--- config.mk ---
export PLATFORM = sky130hd
export DESIGN_NAME = xbus_wait_gen
export DESIGN_NICKNAME = d
export VERILOG_FILES = /design/src/rtl/xbus_wait_pkg.sv /design/src/rtl/xbus_wait_cfg.sv /design/src/rtl/xbus_wait_sel.sv /design/src/rtl/xbus_wait_fsm.sv /design/src/rtl/xbus_wait_gen.sv
export SDC_FILE = /design/constraint.sdc
export NUM_CORES = 1
export LEC_CHECK = 0
export BUFFER_PORTS_ARGS = -buffer_cell sky130_fd_sc_hd__buf_2
export CELL_PAD_IN_SITES_DETAIL_PLACEMENT = 1
export CELL_PAD_IN_SITES_GLOBAL_PLACEMENT = 2
export CORE_MARGIN = 5
export CORE_UTILIZATION = 26
export DETAILED_ROUTE_END_ITERATION = 7
export PLACE_DENSITY_LB_ADDON = 0.1
export SYNTH_ARGS = -nofsm -noshare
export SYNTH_HDL_FRONTEND = slang
export SYNTH_HIERARCHICAL = 1
export SYNTH_SLANG_ARGS = --single-unit
export TNS_END_PERCENT = 1
--- constraint.sdc ---
create_clock -name clk -period 2.6 [get_ports clk]
set_clock_uncertainty 0.1 [all_clocks]
set_input_delay 0.52 -clock clk [delete_from_list [all_inputs] [get_ports clk]]
set_output_delay 0.52 -clock clk [all_outputs]
set_load 0.05 [all_outputs]
--- src/rtl/xbus_wait_pkg.sv ---
package xbus_wait_pkg;

    typedef enum logic [1:0] {
        ST_IDLE = 2'd0,
        ST_WAIT = 2'd1,
        ST_DONE = 2'd2
    } wait_state_t;

endpackage

--- src/rtl/xbus_wait_cfg.sv ---
module xbus_wait_cfg #(
    parameter int          REG_W     = 16,
    parameter int          ADDR_W    = 14,
    parameter logic [13:0] REG_ADDR  = 14'h3FFE
) (
    input  logic              clk,
    input  logic              rst_n,
    input  logic              we,
    input  logic [ADDR_W-1:0] addr,
    input  logic [REG_W-1:0]  wdata,
    output logic [REG_W-1:0]  cfg
);
    // mode bit clear, every wait field all ones
    localparam logic [REG_W-1:0] RESET_VAL = {1'b0, {(REG_W-1){1'b1}}};

    logic hit;
    assign hit = we && (addr == ADDR_W'(REG_ADDR));

    always_ff @(posedge clk) begin
        if (!rst_n)
            cfg <= RESET_VAL;
        else if (hit)
            cfg <= wdata;
    end

    // an addressed write lands on the next edge
    a_r2_write_lands: assert property (@(posedge clk) disable iff (!rst_n)
        $past(rst_n) && $past(hit) |-> cfg == $past(wdata));

    // without an addressed write the word holds
    a_r2_no_stray_write: assert property (@(posedge clk) disable iff (!rst_n)
        $past(rst_n) && !$past(hit) |-> $stable(cfg));

endmodule

--- src/rtl/xbus_wait_sel.sv ---
module xbus_wait_sel #(
    parameter int FIELD_W = 3,
    parameter int REGIONS = 4,
    parameter int IO_AW   = 11
) (
    input  logic [(REGIONS+1)*FIELD_W:0] cfg,
    input  logic                         acc_io,
    input  logic [IO_AW-1:0]             io_addr,
    output logic [FIELD_W:0]             wcount
);
    localparam int RSEL_W   = $clog2(REGIONS);
    localparam int DM_LSB   = REGIONS * FIELD_W;
    localparam int MODE_BIT = DM_LSB + FIELD_W;

    logic [FIELD_W-1:0] region_f [REGIONS];
    logic [RSEL_W-1:0]  ridx;
    logic [FIELD_W-1:0] nsel;

    // field of region r sits at bits r*FIELD_W upward
    for (genvar r = 0; r < REGIONS; r++) begin : g_region
        assign region_f[r] = cfg[r*FIELD_W +: FIELD_W];
    end

    // region index comes from the top address bits
    assign ridx = io_addr[IO_AW-1 -: RSEL_W];

    always_comb begin
        nsel = acc_io ? region_f[ridx] : cfg[DM_LSB +: FIELD_W];
        if (cfg[MODE_BIT])
            wcount = {nsel, 1'b1};   // 2N+1
        else
            wcount = {1'b0, nsel};   // N
    end

endmodule

--- src/rtl/xbus_wait_fsm.sv ---
module xbus_wait_fsm
    import xbus_wait_pkg::*;
#(
    parameter int CNT_W = 4
) (
    input  logic             clk,
    input  logic             rst_n,
    input  logic             acc_start,
    input  logic [CNT_W-1:0] wcount,
    output logic             stall,
    output logic             done
);
    wait_state_t      state, state_nx;
    logic [CNT_W-1:0] remain, remain_nx;

    // next-state and counter logic
    always_comb begin
        state_nx  = state;
        remain_nx = remain;
        unique case (state)
            ST_IDLE: begin
                if (acc_start) begin
                    if (wcount > CNT_W'(1)) begin          // start-long
                        state_nx  = ST_WAIT;
                        remain_nx = wcount - CNT_W'(1);
                    end else if (wcount == CNT_W'(1)) begin // start-short
                        state_nx  = ST_DONE;
                    end                                      // start-zero stays idle
                end
            end
            ST_WAIT: begin
                if (remain == CNT_W'(1))                     // last-wait
                    state_nx = ST_DONE;
                else
                    remain_nx = remain - CNT_W'(1);
            end
            ST_DONE: state_nx = ST_IDLE;                     // retire
            default: state_nx = ST_IDLE;
        endcase
    end

    // state register
    always_ff @(posedge clk) begin
        if (!rst_n) begin
            state  <= ST_IDLE;
            remain <= '0;
        end else begin
            state  <= state_nx;
            remain <= remain_nx;
        end
    end

    // outputs
    always_comb begin
        stall = 1'b0;
        done  = 1'b0;
        unique case (state)
            ST_IDLE: begin
                stall = acc_start && (wcount != '0);
                done  = acc_start && (wcount == '0);
            end
            ST_WAIT: stall = 1'b1;
            ST_DONE: done  = 1'b1;
            default: ;
        endcase
    end

    // stall and done never coincide
    a_r7_no_overlap: assert property (@(posedge clk) disable iff (!rst_n)
        !(stall && done));

    // the end of a stall is the completion cycle
    a_r7_stall_then_done: assert property (@(posedge clk) disable iff (!rst_n)
        $past(rst_n) && $fell(stall) |-> done);

    // a running countdown steps by exactly one, whatever the inputs do
    a_r9_countdown: assert property (@(posedge clk) disable iff (!rst_n)
        $past(rst_n) && state == ST_WAIT && $past(state) == ST_WAIT |->
            remain == $past(remain) - CNT_W'(1));

    // the wait state never holds an exhausted count
    a_r7_wait_nonzero: assert property (@(posedge clk) disable iff (!rst_n)
        state == ST_WAIT |-> remain != '0);

endmodule

--- src/rtl/xbus_wait_gen.sv ---
module xbus_wait_gen #(
    parameter int          FIELD_W  = 3,
    parameter int          REGIONS  = 4,
    parameter int          IO_AW    = 11,
    parameter int          ADDR_W   = 14,
    parameter logic [13:0] REG_ADDR = 14'h3FFE
) (
    input  logic                         clk,
    input  logic                         rst_n,
    input  logic                         cfg_we,
    input  logic [ADDR_W-1:0]            cfg_addr,
    input  logic [(REGIONS+1)*FIELD_W:0] cfg_wdata,
    input  logic                         acc_start,
    input  logic                         acc_io,
    input  logic [IO_AW-1:0]             io_addr,
    output logic                         stall,
    output logic                         done
);
    localparam int REG_W = (REGIONS + 1) * FIELD_W + 1;
    localparam int CNT_W = FIELD_W + 1;

    logic [REG_W-1:0] cfg;
    logic [CNT_W-1:0] wcount;

    xbus_wait_cfg #(
        .REG_W    (REG_W),
        .ADDR_W   (ADDR_W),
        .REG_ADDR (REG_ADDR)
    ) u_cfg (
        .clk   (clk),
        .rst_n (rst_n),
        .we    (cfg_we),
        .addr  (cfg_addr),
        .wdata (cfg_wdata),
        .cfg   (cfg)
    );

    xbus_wait_sel #(
        .FIELD_W (FIELD_W),
        .REGIONS (REGIONS),
        .IO_AW   (IO_AW)
    ) u_sel (
        .cfg     (cfg),
        .acc_io  (acc_io),
        .io_addr (io_addr),
        .wcount  (wcount)
    );

    xbus_wait_fsm #(
        .CNT_W (CNT_W)
    ) u_fsm (
        .clk       (clk),
        .rst_n     (rst_n),
        .acc_start (acc_start),
        .wcount    (wcount),
        .stall     (stall),
        .done      (done)
    );

endmodule

==> results of run 1 <==
==> sequential cells by signal (all words and copies together), names as in the netlist <==
register,flops
u_cfg/cfg,16
u_fsm/remain,4
u_fsm/state,2
==> power by group through the flow <==
stage | sequential, mW | combinational (mW) | clock (mW)
2_1_floorplan | 0.363 | 0.0835 | 0
5_1_grt | 0.361 | 0.157 | 0.242
3_5_place_dp | 0.366 | 0.139 | 0
6_report | 0.359 | 0.142 | 0.216
4_1_cts | 0.359 | 0.144 | 0.229
3_3_place_gp | 0.366 | 0.134 | 0
==> routing by layer <==
metal  vias up  global-route usage
li1        570                   -
met1       555               0.146
met2        27               0.199
met3         4              0.0260
met4         0              0.0294
met5         -                   0
==> worst paths after layout <==
check | from | to | slack, ns
worst max-delay path | io_addr[9] | stall | -0.28
worst min-delay path | cfg_wdata[12] | u_cfg/cfg[12]$_SDFFE_PN1P_ | 0.41
worst max register to register | u_cfg/cfg[9]$_SDFFE_PN1P_ | u_fsm/remain[2]$_SDFFE_PN0P_ | 0.10
worst min register to register | u_fsm/remain[3]$_SDFFE_PN0P_ | u_fsm/remain[3]$_SDFFE_PN0P_ | 0.42
==> stage by stage <==
stage	hold slack, ns	power [mW]
after floorplan	0.374	0.446
after global placement	0.394	0.500
after detailed placement	0.404	0.505
after CTS	0.405	0.732
after global routing	0.421	0.759
final	0.409	0.717
==> cell families after synthesis <==
logic type	count (synthesis)	synth area share
compound gates	13	0.0815
fa+ha+maj	5	0.0458
flops	22	0.322
buf+inv	12	0.0385
xor+xnor	3	0.0192
simple gates	56	0.264
mux	25	0.229
==> worst reg2reg max path, stage by stage, from the launching register on <==
cell and delay [ns]:
dfxtp_1 0.32, mux4_2 0.48, a211o_1 0.35, ha_2 0.20
or2_4 0.23, a211oi_4 0.37, o21ai_2 0.10, a221oi_2 0.26
==> cell usage after synthesis, types with 2 or more instances <==
cell       n
xnor2_1    3
nand2_1    7
mux4_2     5
clkbuf_1   3
mux2i_1   20
a21oi_1    3
nor2_1     4
ha_1       5
dfxtp_1   22
nor2b_1   32
nand4_1    2
inv_1      7
nor3_1     4
==> what timing repair did <==
action	CTS	global route
pin swaps	2	0
gates cloned	0	0
gates resized for setup	9	3
endpoints found under the setup margin	6	6
==> cell type report <==
type,count,area share
Sequential cell,22,0.241
Timing Repair Buffer,49,0.164
Inverter,7,0.0144
Clock buffer,3,0.0226
Multi-Input combinational cell,102,0.510
Tap cell,70,0.0480
==> reports/summary.md, run 1 <==
For this run, design rule violations remaining after detail routing come to 0. The part of the power in registers was 0.500. For the I/O pin count, the log shows 48. The run gives 1 as the deepest level of the CTS H-tree. Walking the worst path, the cells encountered are buf_8 > mux4_2 > mux4_2 > inv_2 > ha_4 > nand2_2 > a21oi_2 > nor2_2 > buf_6. After synthesis, the netlist uses 32 different library cells. Row generation in the floorplan step produced 26 rows.

Among all stages on the critical path, the largest delay is contributed by mux4_2. Each instance of the synthesized netlist takes up on average 10.0 um^2. The floorplan step set the die height to 82.5 um.

The top routing layer in use is met4. The setup path with the least slack is of type input pin to primary output. For the final routed database, the setup TNS stands at -0.517 ns.

The layout cell share with drive strength beyond 1 works out to 0.404. The tools report the remaining max-slew budget at the tightest pin as 0.653. Before CTS, the worst setup slack after placement is -0.445 ns. STA classifies the critical path endpoint as a primary output. Across the run, the number of max-cap violations was 0. The synthesized design contains 22 register bits. The run gives 2740 um as the HPWL after detailed placement.

In the detailed route, the total length drawn on met3 is 226 um. Family with the most delay on the worst path: multiplexers. The sequential fraction of the synthesis area is 0.322, and the largest driver fanout on the critical path is 3. Along the worst hold path, the cell count comes to 3. Summed over all layers, the global routing overflow is 0. Across the VDD grid, the largest voltage drop is 173 uV. The count of hold-fix buffers inserted at cts is 0, and the share of the synthesized area in the top cell type is 0.322.

Entering global routing, the biggest net connects 36 pins. The run gives 0.302 as the portion of total power attributed to the clock network. At the end of the flow, the number of nets in the layout was 236.

The tools report the final critical-path setup slack as -0.278 ns. The tools report the initial antenna violation count as 0. In this run the clock root is driven by a clkbuf_8. Data arrives at the worst endpoint at 2.26 ns. The starting density of the core came out at 0.268.

The met2 routed wirelength was 1580 um; the number of stages on the worst setup path was 9. The run gives 6800 um^2 as the die footprint. The total power density per cell area was 393 nW/um^2; the detailed-route wire length per cell was 13.9 um. Once placement completed, the tool counted placed cells totaling 250.

The post-synthesis instance area is 1370 um^2, and the internal power is 0.524 mW. Minimum clock period after layout: 2.88 ns. The run gives 0.198 as the share of total power in combinational logic.

Classification of the worst-slack hold path: input pin to flip-flop. After detailed routing, the total wire length is 3520 um. The analysis attributes to cell leakage a power of 0.709 nW. The via count of the first global-routing pass was 1,303. TritonCTS built the clock tree. Area of the placeable core: 5110 um^2. Largest area contributor in the synthesized netlist: dfxtp_1. In this run the remaining antenna-violating nets after routing total 0. Among all flip-flop cells after synthesis, the most frequent one is dfxtp_1.

The CTS clock-pin slew for the worst setup and hold paths is 0.08 ns, and the maximum clock rate is 0.347 GHz. The repair_antennas step left the layout with diodes totalling 0. STA puts the critical path data required time at 1.98 ns.

In this run the horizontal extent of the chip is 82.5 um. The tools report the post-CTS setup buffer count as 0. The number of nets handed over by synthesis was 187.

Summing all non-filler instances in the final layout gives an area of 1820 um^2. The clock latency at the later pin of the worst-skew pair came out at 0.26 ns. Summing all flip-flop and latch instances after layout gives 440 um^2.

Sorting the synthesized cells by area gives the leading types as dfxtp_1 32%, mux2i_1 15%, nor2b_1 15%, mux4_2 8.2%, ha_1 4.6%. Period utilization: 1.11. The number of sinks driven by the clock tree was 22; the routed metal-1 wire length was 1680 um. In the routed layout, each cell is associated on average with a via count of 4.57.

The run finished, with violations left. The switching share of power works out to 0.269. The worst setup path is launched from an input pin. The cell with the most instances on the worst path was mux4_2. For this run, the slowest stage of the critical path takes 0.51 ns. The number of max-slew violations in the final report is 0. The Yosys step of the flow raised 6 warnings. For this design the total switching power over the nets is 0.193 mW.

For the final core utilization, the log shows 0.357. The number of buffers inserted during clock tree synthesis is 3. The first detailed-routing pass ran for 4 iterations.

The post-placement cell area was 1750 um^2; the filler cell count in the final layout was 606. In the layout the commonest cells are 35 x buf_2, 32 x nor2b_1, 22 x dfxtp_1. The hold violation count in the final report came out at 0. The async set-reset flop share out of synthesis works out to 0. The combined area of the multi-input logic cells is 930 um^2.

The final reports fail on setup timing. For this block, the via count after detailed routing is 1,156. The run gives 6110 um as the first-pass GRT wire length. Setup repair after global routing could not meet its margin everywhere. The number of buffers and inverters on the critical path is 3. The logs give 0.116 for the total track usage and 19 for the violation count after the first detailed-routing iteration. The synthesized instance count was 136; the count of port buffers added during placement was 38. Counting cells, the worst reg-to-reg path comes to 7.

The layout overhead on the synthesized area is 33.5%, and the buffer depth of the longest clock path is 2. The slew at the pin closest to its max-slew limit is 0.513 ns, and the number of enable flip-flop cells after synthesis is 0. The number of setup violations in the final report is 2, and the count of placed standard cells in the final layout, fillers left out is 253. The library cell used most frequently in the layout, excluding fill and tap cells, is buf_2. Routability-driven placement finished with a final weighted congestion of 0.755.
(Power assumes the default switching activity.)
==> run 2, diff against run 1 <==
--- a/config.mk
+++ b/config.mk
@@ -5,11 +5,12 @@
 export SDC_FILE = /design/constraint.sdc
 export NUM_CORES = 1
 export LEC_CHECK = 0
+export ABC_AREA = 1
 export BUFFER_PORTS_ARGS = -buffer_cell sky130_fd_sc_hd__buf_2
 export CELL_PAD_IN_SITES_DETAIL_PLACEMENT = 1
 export CELL_PAD_IN_SITES_GLOBAL_PLACEMENT = 2
 export CORE_MARGIN = 5
-export CORE_UTILIZATION = 26
+export CORE_UTILIZATION = 23
 export DETAILED_ROUTE_END_ITERATION = 7
 export PLACE_DENSITY_LB_ADDON = 0.1
 export SYNTH_ARGS = -nofsm -noshare
==> run 2 against run 1 <==
Compared with the run above:
- the run now ends clean
- flip-flop and latch count did not move
- setup slack improved by 0.44 ns
- design area fell by 0.55%
- via count rose by 29%
- global-route usage fell by 0.85 points
- fmax rose by 18%
- clock power rose by 52%
- worst hold slack got worse by 0.047 ns
- utilization fell by 6.6 points
- sequential share of layout area rose by 0.13 points
- cell count rose by 34%
- first-iteration DRC count rose by 58%
==> reports/summary.md, run 2 <==
Setup repair after global routing left no endpoint under its margin. The run gives 0.365 (+0.063) as the portion of total power attributed to the clock network. The tools report the data required time of the critical path as 1.98 ns (about the same). The first-pass GRT wire length is 6640 um (+8.7%).

The run gives 0 (unchanged) as the hold violation count in the final report. The last weighted congestion value of the routability-driven placer is 0.736 (-2.5%), and the total detailed-routing wirelength is 3880 um (+10%). The run gives 196 uV (+13%) as the peak supply drop. Summed over all instances, the cell type with the most area after synthesis is dfxtp_1. The run finished with clean final reports.

The CTS clock-pin slew for the worst setup and hold paths is 0.09 ns (about the same). The violation count after the first detailed-routing iteration is 30 (+11). The tools report the final setup TNS as 0 ns (+0.517 ns). The run gives 0.261 mW (+35%) as the net switching power.

The classification of the worst-slack hold path was flip-flop to flip-flop. u_cfg/cfg holds more flip-flops than any other register. The count of port buffers added during placement was 38 (unchanged); the internal power was 0.638 mW (+22%).

The chip width works out to 89.4 um (+8.4%). The routing usage on met3 was 0.0267 (+0.000698). The overall die height is 89.4 um (+8.4%), and the count of hold-fix buffers inserted at cts is 0 (unchanged). The number of setup violations in the final report was 0 (-2). The largest registers in the layout are u_cfg/cfg x16, u_fsm/remain x4, u_fsm/state x2. Most utilized layer in the global route result: met2. The largest net degree at the start of global routing was 23 (-36%); the initial antenna violation count was 0 (unchanged). The sequential fraction of the synthesis area was 0.304 (-0.0186).

The run gives 1.82 ns (-0.44 ns) as the arrival time of the worst setup path. The kind of cell with the highest combined delay along the critical path is simple AND/OR/NAND/NOR gates. The maximum clock rate is 0.410 GHz (+18%), and the layout overhead on the synthesized area is 25.1%.

The largest driver fanout on the critical path is 7 (+4). The number of enable flip-flop cells after synthesis is 0 (unchanged), and the post-route standard cell area excluding fillers is 1810 um^2 (-0.55%). The run gives 1,502 (+15%) as the via count of the first global-routing pass.

The worst setup path is launched from an input pin. The remaining max-slew budget at the tightest pin is 0.704 (+0.0508). The switching share of power was 0.290 (+0.0210); the total track usage was 0.107 (-0.00848). The async set-reset flop share out of synthesis was 0 (unchanged). For the area of the placeable core, the log shows 6240 um^2 (+22%).

The total placed cells including tap cells was 336 (+34%). The worst setup path is of the input pin to primary output kind. The I/O pin count was 48 (unchanged).

The final critical-path setup slack came out at 0.160 ns (+0.438 ns). The minimum clock period after layout was 2.44 ns (-0.438 ns); the overall overflow remaining after global route was 0 (unchanged). Yosys attributes the largest share of cell area to dfxtp_1 30%, nand3_1 18%, nand2_1 14%, inv_1 6.0%, ha_1 4.3%. The layout cell share with drive strength beyond 1 came out at 0.300 (-0.104). The tree is rooted in a clkbuf_8. The number of max-slew violations in the final report is 0 (unchanged), and the total of flip-flops plus latches after synthesis is 22 (unchanged). The max capacitance violation total came out at 0 (unchanged). The routing usage on met1 came out at 0.123 (-0.0232). The library cell used most frequently in the layout, excluding fill and tap cells, is nand2_1. The total power density per cell area was 496 nW/um^2 (+26%); the highest cell delay on the worst timing path was 0.17 ns (-0.34 ns). The post-detailed-route via-to-cell ratio came out at 4.38 (-4.1%). The logs give 0 (unchanged) for the number of inserted diodes and 7990 um^2 (+17%) for the die footprint. The run gives 0 (unchanged) as the total DRC errors in the routed layout. For the yosys synthesis warning count, the log shows 6 (unchanged). Leaving out fill and tap cells, the most frequent cells in the layout are 53 x nand2_1, 52 x nand3_1, 36 x buf_2. The clock latency at the later pin of the worst-skew pair came out at 0.27 ns (about the same). The post-synthesis net count came out at 275 (+47%). After synthesis, the most frequently instantiated cells are 54 x nand2_1, 53 x nand3_1, 23 x inv_1, 22 x dfxtp_1, 16 x nor2_1. Starting density of the core: 0.232 (-0.0352). The critical path goes through buf_2 > inv_4 > nand2_1 > nand3_1 > nand3_1 > nand3_1 > nand2_2 > inv_2 > ha_2 > nand3_1 > a21oi_2 > buf_6. The run gives 2 (unchanged) as the buffer depth of the longest clock path. The tools report the post-synthesis instance area as 1450 um^2 (+6.1%). Post-place setup slack: -0.00469 ns (+0.440 ns). For the overall power of the completed layout, the log shows 0.899 mW (+25%). In the synthesized netlist the dominant register cell turns out to be dfxtp_1. The detailed-route wire length per cell came out at 11.4 um (-18%).

For the number of placement rows, the log shows 29 (+12%). The number of nets in the finished design is 315 (+33%), and the first-pass detailed-route iteration total is 4 (unchanged). The part of the power in registers is 0.408 (-0.092). STA classifies the critical path endpoint as a primary output. Unique cell type count in the Yosys netlist: 27 (-16%).

The share of total power in combinational logic was 0.228 (+0.030); the final core utilization was 0.291 (-0.0665). By instance count, the leading cell after synthesis is nand2_1. The logs give 0.201 (+0.00222) for the global-route met2 utilization and 1720 um^2 (-1.6%) for the post-placement cell area. The tools report the number of sinks driven by the clock tree as 22 (unchanged). The number of buffers inserted during clock tree synthesis was 3 (unchanged); the worst hold-check slack was 0.361 ns (-0.0474 ns). The mean post-synth cell area is 6.47 um^2 (-36%), and the share of the synthesized area in the top cell type is 0.304 (-0.0186). The synthesized instance count came out at 224 (+65%).

The number of nets still failing antenna checks after routing was 0 (unchanged). The logs give 1,490 (+29%) for the routed via count and 0.981 nW (+38%) for the reported leakage power. The period utilization works out to 0.939 (-0.168).

The most numerous cell type found on the critical path is nand3_1. Flip-flop count of the largest register after layout: 16 (unchanged). TritonCTS built the clock tree. The run gives 3120 um (+14%) as the HPWL after detailed placement.

The deepest level of the CTS H-tree came out at 1 (unchanged). Critical-path cell with the highest stage delay: ha_2. The combined buffer and inverter count along the critical path was 4 (+1); the count of placed standard cells in the final layout, fillers left out was 340 (+34%). The slew at the pin closest to its max-slew limit works out to 0.444 ns (-0.0688 ns).
-- run 2: changes by cell type after synthesis, sizes merged, moves of 17 or more --
cell	delta
mux2i	-20
nor2	+17
nor2b	-32
nand3	+54
inv	+28
nand2	+55
-- run 2: cells by family after synthesis --
family	count (synthesis)	synth area share
and+or+nand+nor	147	0.493
buffers and inverters	41	0.122
DFF	22	0.304
AOI/OAI and AO/OA	8	0.0328
adders and majority gates	5	0.0431
xor gates and xnor gates	1	0.00604
-- run 2: routing by layer --
layer / up-vias / wire length, um
met3: 0 / 113
met5: - / 0
met1: 687 / 1770
met2: 17 / 1990
met4: 0 / 0
li1: 786 / -
-- run 2: timing repair --
action,4_1_cts,5_1_grt
endpoints found under the setup margin,0,2
buffers inserted,0,0
endpoints found under the hold margin,0,0
gates resized for setup,0,11
-- run 2: power by group through the flow --
stage	Clock [mW]	Combinational [mW]	Sequential, mW
final	0.328	0.205	0.367
after detailed placement	0	0.205	0.375
after global placement	0	0.204	0.375
after CTS	0.340	0.206	0.367
after floorplan	0	0.138	0.371
after global routing	0.349	0.237	0.370
-- run 2: worst min-delay path: stages (launching register included) --
cell and delay (ns):
dfxtp_1 0.33, nand2_1 0.05, nand3_1 0.05
-- run 2: layout make-up --
class,instances,area (um^2)
repair buffers,40,214
inverters,36,140
clock inverters,1,30.0
clock buffers,3,41.3
fillers,841,4430
flip-flops and latches,22,440
well taps,77,96.3
multi-input cells,161,852
-- run 2: final timing paths --
check	from	endpoint	slack [ns]	cells past startpoint
worst max-delay path	io_addr[9]	done	0.16	12
worst min-delay path	u_cfg/cfg[14]$_SDFFE_PN1P_	u_cfg/cfg[14]$_SDFFE_PN1P_	0.36	2
worst max register to register	u_cfg/cfg[9]$_SDFFE_PN1P_	u_fsm/remain[2]$_SDFFE_PN0P_	0.66	13
worst min register to register	u_cfg/cfg[14]$_SDFFE_PN1P_	u_cfg/cfg[14]$_SDFFE_PN1P_	0.36	2
==> run 3, diff against run 2 <==
--- a/config.mk
+++ b/config.mk
@@ -6,7 +6,7 @@
 export NUM_CORES = 1
 export LEC_CHECK = 0
 export ABC_AREA = 1
-export BUFFER_PORTS_ARGS = -buffer_cell sky130_fd_sc_hd__buf_2
+export BUFFER_PORTS_ARGS = -buffer_cell sky130_fd_sc_hd__buf_4
 export CELL_PAD_IN_SITES_DETAIL_PLACEMENT = 1
 export CELL_PAD_IN_SITES_GLOBAL_PLACEMENT = 2
 export CORE_MARGIN = 5
==> run 3 against run 2 <==
Compared with the run above:
- combinational power grew 6%
- sequential power about the same
- worst hold slack got worse by 0.0064 ns
- critical path depth unchanged
- via count fell by 0.87%
- non-clock buffer count stayed put
- cell count is the same
- setup slack better by 0.023 ns
- first-iteration DRC count decreased by 6.7%
- clock power is essentially flat
- critical endpoint unchanged
- largest power group unchanged
==> reports/summary.md, run 3 (same netlist as run 2, synthesis figures left out) <==
The path type of the worst setup path was input pin to primary output. The peak supply drop was 213 uV (+8.9%); the count of port buffers added during placement was 38 (unchanged). Overall die height: 89.4 um (unchanged). The tools report the total placed cells including tap cells as 336 (unchanged). The clock latency at the later pin of the worst-skew pair is 0.27 ns (about the same). The initial antenna violation count came out at 0 (unchanged). Flip-flop count of the largest register after layout: 16 (unchanged). The tools report the filler cell count in the final layout as 787 (-6.4%). The total detailed-routing wirelength came out at 3780 um (-2.7%).

The largest driver fanout on the critical path is 7 (unchanged). In this design, the critical path's most frequently occurring cell is nand3_1. The tightest min-delay check is of the flip-flop to flip-flop type. The critical path goes through buf_4 > inv_4 > nand2_1 > nand3_1 > nand3_1 > nand3_1 > nand2_1 > inv_2 > ha_1 > nand3_1 > a21oi_2 > buf_6. The routed via count was 1,477 (-0.87%); the post-detailed-route via-to-cell ratio was 4.34 (-0.87%). Setup repair after global routing left no endpoint under its margin.

For the post-CTS setup buffer count, the log shows 0 (unchanged). Leaving out fill and tap cells, the most frequent cell in the layout is nand2_1. STA classifies the critical path endpoint as a primary output.

The chip width works out to 89.4 um (unchanged). The largest register by flop count is u_cfg/cfg. The worst hold-check slack was 0.355 ns (-0.00638 ns). The violation count after the first detailed-routing iteration was 28 (-6.7%); the combined area of the multi-input logic cells was 837 um^2 (-1.8%). The CTS clock-pin slew for the worst setup and hold paths works out to 0.09 ns (about the same).

Deepest level of the CTS H-tree: 1 (unchanged). The max capacitance violation total was 0 (unchanged); the overall overflow remaining after global route was 0 (unchanged). The detailed-route wire length per cell was 11.1 um (-2.7%).

For the number of setup violations in the final report, the log shows 0 (unchanged). The area of the placeable core came out at 6240 um^2 (unchanged). In the layout the commonest cells are 54 x nand2_1, 53 x nand3_1, 39 x buf_4. The largest registers in the layout are u_cfg/cfg x16, u_fsm/remain x4, u_fsm/state x2. The buffer depth of the longest clock path is 2 (unchanged). The post-place setup slack was 0.0776 ns (+0.0823 ns); the count of placed standard cells in the final layout, fillers left out was 340 (unchanged). TritonCTS built the clock tree. The tools report the routed metal-1 wire length as 1760 um (-0.56%). Critical-path cell with the highest stage delay: buf_6. The number of max-slew violations in the final report was 0 (unchanged); the arrival time of the worst setup path was 1.80 ns (-0.02 ns).

The run gives 23 (unchanged) as the largest net degree at the start of global routing. The period utilization was 0.930 (-0.00869). Final critical-path setup slack: 0.182 ns (+0.0226 ns).

The met3 wire length is 106 um (-6.2%), and the final setup TNS is 0 ns (unchanged). The met2 routed wirelength was 1910 um (-4.3%). The tools report the HPWL after detailed placement as 3070 um (-1.8%). The post-placement cell area is 1810 um^2 (+5.5%), and the total power density per cell area is 482 nW/um^2 (-2.8%). The number of nets still failing antenna checks after routing came out at 0 (unchanged). The data required time of the critical path is 1.98 ns (about the same), and the number of buffers inserted during clock tree synthesis is 3 (unchanged). The I/O pin count is 48 (unchanged).

The number of inserted diodes is 0 (unchanged), and the highest cell delay on the worst timing path is 0.17 ns (about the same). The maximum clock rate is 0.414 GHz (+0.93%), and the via count of the first global-routing pass is 1,471 (-2.1%). For the last weighted congestion value of the routability-driven placer, the log shows 0.720 (-2.2%).

The starting density of the core is 0.232 (unchanged), and the slew at the pin closest to its max-slew limit is 0.431 ns (-0.0135 ns). The run gives 29 (unchanged) as the number of placement rows. For the hold violation count in the final report, the log shows 0 (unchanged).

The root cell of the clock tree was clkbuf_8. The minimum clock period after layout was 2.42 ns (-0.0226 ns). STA classifies the critical path startpoint as an input pin. The sequential standard cell area is 440 um^2 (unchanged).

The number of sinks driven by the clock tree is 22 (unchanged). The first-pass detailed-route iteration total is 4 (unchanged). The top routing layer in use was met3. Cell depth of the worst min-delay path: 2 (unchanged). From synthesis to final layout, the design area changed by 30.3%.

The logs give 1890 um^2 (+4.1%) for the post-route standard cell area excluding fillers and 0 (unchanged) for the total DRC errors in the routed layout. The layout cell share with drive strength beyond 1 is 0.289 (-0.0114), and the first-pass GRT wire length is 6490 um (-2.4%). The remaining max-slew budget at the tightest pin is 0.712 (+0.00829). The total track usage came out at 0.104 (-0.00363).

Die footprint: 7990 um^2 (unchanged). The run finished with clean final reports. The logs give 315 (unchanged) for the number of nets in the finished design and 1.01 nW (+3.3%) for the reported leakage power. The path depth of the worst reg2reg path is 14 (+1), and the final core utilization is 0.303 (+0.0120). The overall power of the completed layout was 0.910 mW (+1.2%).
-- run 3: cell counts in the layout (fill, tap and decap cells not counted) --
Identical to the previous run, type by type.
-- run 3: cell type report --
cell class,count,area share
multi-input cells,161,0.443
clock inverters,1,0.0159
inverters,36,0.0742
well taps,77,0.0510
clock buffers,3,0.0219
flip-flops and latches,22,0.233
repair buffers,40,0.161
-- run 3: what timing repair did --
action / in CTS / in global routing
resized for setup: 0 / 3
endpoints found under the setup margin: 0 / 2
hold buffers: 0 / 0
-- run 3: final timing paths --
kind,startpoint,end,slack (ns)
worst min register to register,u_cfg/cfg[14]$_SDFFE_PN1P_,u_cfg/cfg[14]$_SDFFE_PN1P_,0.35
worst max-delay path,io_addr[9],done,0.18
worst min-delay path,u_cfg/cfg[14]$_SDFFE_PN1P_,u_cfg/cfg[14]$_SDFFE_PN1P_,0.35
worst max register to register,u_cfg/cfg[9]$_SDFFE_PN1P_,u_fsm/remain[0]$_SDFFE_PN0P_,0.65
-- run 3: metal layers --
layer | global-route usage | vias to the layer above
li1 | - | 789
met1 | 0.130 | 670
met2 | 0.179 | 18
met3 | 0.0276 | 0
met4 | 0.0203 | 0
met5 | 0 | -
-- run 3: power by group --
part / total, mW / internal, mW / switching (mW) / leakage, nW
registers: 0.366 / 0.351 / 0.0148 / 0.179
clock network: 0.326 / 0.206 / 0.121 / 0.0357
logic: 0.217 / 0.0958 / 0.121 / 0.798
total: 0.910 / 0.653 / 0.257 / 1.01
-- run 3: critical path, delay by kind of cell --
family                   cells  cell delay, ns
buffers and inverters        4            0.47
adder cells (fa/ha/maj)      1            0.16
AND/OR/NAND/NOR              6            0.49
AO/OA/AOI/OAI                1            0.15
